File: config.mk
export PLATFORM = sky130hd
export DESIGN_NAME = trig_conditioner
export DESIGN_NICKNAME = d
export VERILOG_FILES = /design/src/rtl/trigcond_pkg.sv /design/src/rtl/trigcond_ctrl.sv /design/src/rtl/trigcond_dpath.sv /design/src/rtl/trig_conditioner.sv
export SDC_FILE = /design/constraint.sdc
export NUM_CORES = 1
export LEC_CHECK = 0
export ABC_CLOCK_PERIOD_IN_PS = 2250
export CELL_PAD_IN_SITES_DETAIL_PLACEMENT = 1
export CELL_PAD_IN_SITES_GLOBAL_PLACEMENT = 1
export CORE_UTILIZATION = 40
export DETAILED_ROUTE_END_ITERATION = 10
export DONT_BUFFER_PORTS = 1
export GPL_TIMING_DRIVEN = 0
export PLACE_DENSITY = 0.75
export REMOVE_ABC_BUFFERS = 1
export SETUP_SLACK_MARGIN = 0.02
export SLEW_MARGIN = 10
export SYNTH_ARGS = -nofsm -noshare
export SYNTH_HDL_FRONTEND = slang
export SYNTH_SLANG_ARGS = --single-unit
export TNS_END_PERCENT = 10
File: constraint.sdc
create_clock -name clk -period 2.25 [get_ports clk]
set_clock_uncertainty 0.05 [all_clocks]
set_input_delay 0.45 -clock clk [delete_from_list [all_inputs] [get_ports clk]]
set_output_delay 0.45 -clock clk [all_outputs]
set_load 0.005 [all_outputs]
File: src/rtl/trigcond_pkg.sv
package trigcond_pkg;

  // Strobes from the control half to the datapath half
  typedef struct packed {
    logic sampleEn;  // a sample is present this cycle
    logic accept;    // a trigger was accepted on this sample
  } ctrlStrb_t;

endpackage

File: src/rtl/trigcond_ctrl.sv
module trigcond_ctrl
  import trigcond_pkg::*;
#(
  parameter int HOLDOFF_W = 32
) (
  input  logic                 clk,
  input  logic                 rst,
  input  logic                 sampleValid,
  input  logic                 intTrig,
  input  logic                 extTrig,
  input  logic                 holdoffClear,
  input  logic [HOLDOFF_W-1:0] holdoffLen,
  output ctrlStrb_t            strb
);

  localparam logic [HOLDOFF_W-1:0] HO_ONE = HOLDOFF_W'(1);

  logic                 extPend;
  logic                 extSeen;
  logic                 candidate;
  logic                 hoIdle;
  logic                 accept;
  logic [HOLDOFF_W-1:0] hoCnt;

  // External pulse is remembered until a valid sample takes it
  assign extSeen   = extTrig | extPend;
  assign candidate = sampleValid & (intTrig | extSeen);
  assign hoIdle    = (hoCnt == '0);
  assign accept    = candidate & hoIdle;

  always_ff @(posedge clk) begin
    if (rst) begin
      extPend <= 1'b0;
    end else begin
      extPend <= extSeen & ~sampleValid;
    end
  end

  // Holdoff: loaded on accept, ended early by holdoffClear
  always_ff @(posedge clk) begin
    if (rst) begin
      hoCnt <= '0;
    end else if (accept) begin
      hoCnt <= holdoffLen;
    end else if (holdoffClear) begin
      hoCnt <= '0;
    end else if (!hoIdle) begin
      hoCnt <= hoCnt - HO_ONE;
    end
  end

  assign strb.sampleEn = sampleValid;
  assign strb.accept   = accept;

endmodule

File: src/rtl/trigcond_dpath.sv
module trigcond_dpath
  import trigcond_pkg::*;
#(
  parameter int DELAY_SAMPLES = 2,
  parameter int HOLD_W        = 20
) (
  input  logic              clk,
  input  logic              rst,
  input  ctrlStrb_t         strb,
  input  logic [HOLD_W-1:0] holdPeriod,
  output logic              capTrig,
  output logic              trigPin
);

  localparam logic [HOLD_W-1:0] HOLD_ONE = HOLD_W'(1);

  logic [DELAY_SAMPLES-1:0] stage;

  // Delay stages: synchronous reset, sample-valid as clock enable
  if (DELAY_SAMPLES == 1) begin : g_single
    always_ff @(posedge clk) begin
      if (rst) begin
        stage <= '0;
      end else if (strb.sampleEn) begin
        stage <= strb.accept;
      end
    end
  end else begin : g_chain
    always_ff @(posedge clk) begin
      if (rst) begin
        stage <= '0;
      end else if (strb.sampleEn) begin
        stage <= {stage[DELAY_SAMPLES-2:0], strb.accept};
      end
    end
  end

  assign capTrig = stage[DELAY_SAMPLES-1];

  // Output pin: every level is held for the programmed period
  logic [HOLD_W-1:0] holdCnt;
  logic [HOLD_W-1:0] holdLoad;
  logic              holdBusy;

  assign holdLoad = (holdPeriod == '0) ? '0 : (holdPeriod - HOLD_ONE);
  assign holdBusy = (holdCnt != '0);

  always_ff @(posedge clk) begin
    if (rst) begin
      trigPin <= 1'b0;
      holdCnt <= '0;
    end else if (holdBusy) begin
      holdCnt <= holdCnt - HOLD_ONE;
    end else if (capTrig != trigPin) begin
      trigPin <= capTrig;
      holdCnt <= holdLoad;
    end
  end

endmodule

File: src/rtl/trig_conditioner.sv
module trig_conditioner
  import trigcond_pkg::*;
#(
  parameter int DELAY_SAMPLES = 2,
  parameter int HOLD_W        = 20,
  parameter int HOLDOFF_W     = 32
) (
  input  logic                 clk,
  input  logic                 rst,
  input  logic                 sampleValid,
  input  logic                 intTrig,
  input  logic                 extTrig,
  input  logic                 holdoffClear,
  input  logic [HOLDOFF_W-1:0] holdoffLen,
  input  logic [HOLD_W-1:0]    holdPeriod,
  output logic                 capTrig,
  output logic                 trigPin
);

  ctrlStrb_t ctrlStrb;

  trigcond_ctrl #(
    .HOLDOFF_W(HOLDOFF_W)
  ) u_ctrl (
    .clk         (clk),
    .rst         (rst),
    .sampleValid (sampleValid),
    .intTrig     (intTrig),
    .extTrig     (extTrig),
    .holdoffClear(holdoffClear),
    .holdoffLen  (holdoffLen),
    .strb        (ctrlStrb)
  );

  trigcond_dpath #(
    .DELAY_SAMPLES(DELAY_SAMPLES),
    .HOLD_W       (HOLD_W)
  ) u_dpath (
    .clk       (clk),
    .rst       (rst),
    .strb      (ctrlStrb),
    .holdPeriod(holdPeriod),
    .capTrig   (capTrig),
    .trigPin   (trigPin)
  );

endmodule

==> flow_metrics.py <==
metrics = {
    "outcome": {
        "status": "finished with violations",
        "violations": "negative setup slack",
    },
    "worst_setup_path": {
        "cpPeakStageDelay_ns": 0.54,
        "cp-end-kind": "flip-flop",
        "cp_slowest_cell": "or4_4",
        "path_max_fanout": 4,
        "crit_arrival_ns": 2.65,
        "worstPathCellList": "or4_4 -> or4_4 -> or3_4 -> or4_1 -> a21oi_2",
        "cp.required_ns": 2.46,
        "crit_family": "simple AND/OR/NAND/NOR gates",
        "critPathLaunchType": "flip-flop",
        "crit_type": "flip-flop to flip-flop",
        "path_common_cell": "or4_4",
        "path_buf_inv": 0,
    },
    "place": {
        "gp_congestion": 0.836,
        "post_dp_cell_area_um2": 3680,
        "port_buffers": 0,
        "place_hpwl_mm": 7.94,
        "place_ws_ns": -1.29,
    },
    "sta": {
        "fin_hold_ws_ns": 0.132,
        "slew_violations": 0,
        "fmax_mhz": 410,
        "tightestPinTransition_ns": 0.818,
        "min_period_ns": 2.44,
        "slew_headroom_pct": 45.0,
        "final_hold_viol_count": 0,
        "fin_ws_ns": -0.186,
        "rsz0062_at_grt": "yes",
        "post-route-period-util_pct": 108,
        "setup_viol": 29,
    },
    "final_layout": {
        "drive_gt1_share_pct": 19.7,
        "final_core_util_pct": 48.7,
        "nNetsFinal": 544,
        "final_cell_mix": "dfxtp_1 (46), nand2_1 (43), a21oi_1 (38), nor2_1 (35), buf_4 (23)",
        "syn_to_final_growth_pct": 17.8,
        "layout_commonest_cell": "dfxtp_1",
        "num_antenna_cells": 0,
        "multi_input_area_um2": 2650,
        "seq_area_um2": 1140,
        "final_cell_area_um2": 4270,
        "num-fill-cells": 1060,
    },
    "min_path": {
        "holdCritPathClass": "input pin to flip-flop",
    },
    "drt": {
        "finalWirelength_mm": 12.1,
        "vias": 3759,
        "drcViolationCount": 0,
        "wl_per_cell_um": 20.6,
        "vias_per_cell": 6.37,
        "detail-route-antenna-nets": 0,
        "first_pass_iters": 4,
        "drtIter0Drc": 112,
    },
    "synth": {
        "yosysWarnings": 0,
        "syn_avg_cell_area_um2": 7.82,
        "async_flop_share_pct": 0,
        "synth_top_area_share_pct": 30.9,
        "synth_area_leaders": "dfxtp_1 (31%), a21oi_1 (5.5%), xnor2_1 (4.8%)",
        "ys.flop_type": "dfxtp_1",
        "yosysSeqAreaShare_pct": 30.9,
        "ys_types": 53,
        "synth_cells": 464,
        "synth_edf_count": 0,
        "yosys.area.top_type": "dfxtp_1",
        "ys_ff_latch": 56,
        "synth_area_um2": 3630,
    },
    "power_and_ir_drop": {
        "powerDensity_nw_per_um2": 1860,
        "p_sw_share_pct": 48.4,
        "internal_power_mw": 4.09,
        "p_clk_share_pct": 7.6,
        "p_leak_nw": 1.45,
        "p_seq_share_pct": 22.9,
        "ir_worst_vdd_v": 0.000835,
        "share_comb_of_total_power_pct": 69.5,
        "p_sw_mw": 3.84,
        "p_total_mw": 7.94,
    },
    "clocking": {
        "clockBufferDepth": 2,
        "cts_tree": "built",
        "h-tree-depth": 2,
        "clock_latency_ns": 0.32,
        "cts_hold_buffers": 0,
        "path_clk_slew_ns": 0.12,
        "cts_made_buffers": 5,
        "cts_root_buf": "clkbuf_8",
        "cts_sinks": 56,
    },
    "floorplan": {
        "die_w_um": 97.2,
        "fp.dieH_um": 97.2,
        "initial_core_util_pct": 41.4,
        "rows": 34,
        "ios": 60,
        "core-area_um2": 8760,
        "dieArea_um2": 9450,
    },
    "global_routing": {
        "grt_start_max_net_pins": 34,
        "met2_usage_pct": 47.7,
        "antenna_found_initial": 0,
        "grt_pass1_vias": 3955,
        "grt.busiest_layer": "met2",
        "gr-usage-met3_pct": 4.17,
        "gr-usage-met1_pct": 29.1,
        "grt_pass1_wl_mm": 19.6,
        "grt.overflow.total": 0,
        "grt_usage_pct": 25.6,
    },
    "job": {
        "cap_violations": 0,
    },
}
-- per-layer routing --
layer / wire length (um) / part of all wire, %
met5: 0 / 0
met4: 271 / 2.2
met3: 575 / 4.7
met2: 6460 / 53
met1: 4830 / 40
-- cells in the mapped netlist (8+ instances only) --
cell and n:
a21oi_1 40, a22oi_1 8, clkbuf_1 11, dfxtp_1 56, inv_1 9, nand2_1 44, nand2b_1 9, nand3_1 20
nand4_1 10, nor2_1 37, nor3_1 18, nor4_1 22, o21ai_0 17, o31a_1 9, or3_1 10, or4_1 22
xnor2_1 20, xor2_1 15
-- kinds of logic after synthesis --
| kind of cell | synth area share, % |
|---|---|
| AND/OR/NAND/NOR | 33.3 |
| AO/OA/AOI/OAI | 21.3 |
| multiplexers | 1.10 |
| adder cells (fa/ha/maj) | 1.72 |
| buffers and inverters | 3.24 |
| XOR/XNOR | 8.45 |
| flip-flops | 30.9 |
-- area by class of cell --
type | count | share of cell area, %
timing repair buffer | 27 | 5.30
multi-input combinational | 382 | 62.0
sequential | 56 | 26.6
clock inverter | 3 | 0.527
clock buffer | 5 | 1.61
tap | 108 | 3.16
inverter | 9 | 0.791
-- per-stage QoR --
step / std cells / TNS (ns)
after floorplan: 445 / -15.81
after global placement: 553 / -46.80
after detailed placement: 553 / -41.81
after CTS: 588 / -1.18
after global routing: 590 / -4.52
final: 590 / -1.88
-- final timing paths --
| path | start | endpoint | slack, ns | cells past startpoint |
|---|---|---|---|---|
| worst min register to register | u_dpath.stage[0]$_SDFFE_PP0P_ | u_dpath.stage[0]$_SDFFE_PP0P_ | 0.43 | 2 |
| worst max-delay path | u_ctrl.hoCnt[10]$_SDFFE_PP0P_ | u_ctrl.hoCnt[30]$_SDFFE_PP0P_ | -0.19 | 5 |
| worst min-delay path | rst | u_ctrl.hoCnt[1]$_SDFFE_PP0P_ | 0.13 | 1 |
| worst max register to register | u_ctrl.hoCnt[10]$_SDFFE_PP0P_ | u_ctrl.hoCnt[30]$_SDFFE_PP0P_ | -0.19 | 5 |
-- flip-flops by register name, summed over array words and instances, names as in the netlist --
signal,cells
u_dpath.holdCnt,20
u_ctrl.extPend,1
u_dpath.stage,2
u_dpath.trigPin,1
u_ctrl.hoCnt,32
-- power groups by stage --
stage	Clock, mW	Combinational (mW)	Sequential (mW)
final	0.602	5.52	1.82
after global routing	0.657	6.07	1.87
after CTS	0.616	5.11	1.78
after detailed placement	0	3.99	1.75
after global placement	0	3.86	1.72
after floorplan	0	3.14	1.65
-- timing repair --
item | 4_1_cts | 5_1_grt
setup buffers | 25 | 2
pin swaps | 16 | 9
endpoints found under the setup margin | 54 | 49
gates resized for setup | 38 | 33
gates cloned | 2 | 0
(Power assumes the default switching activity.)
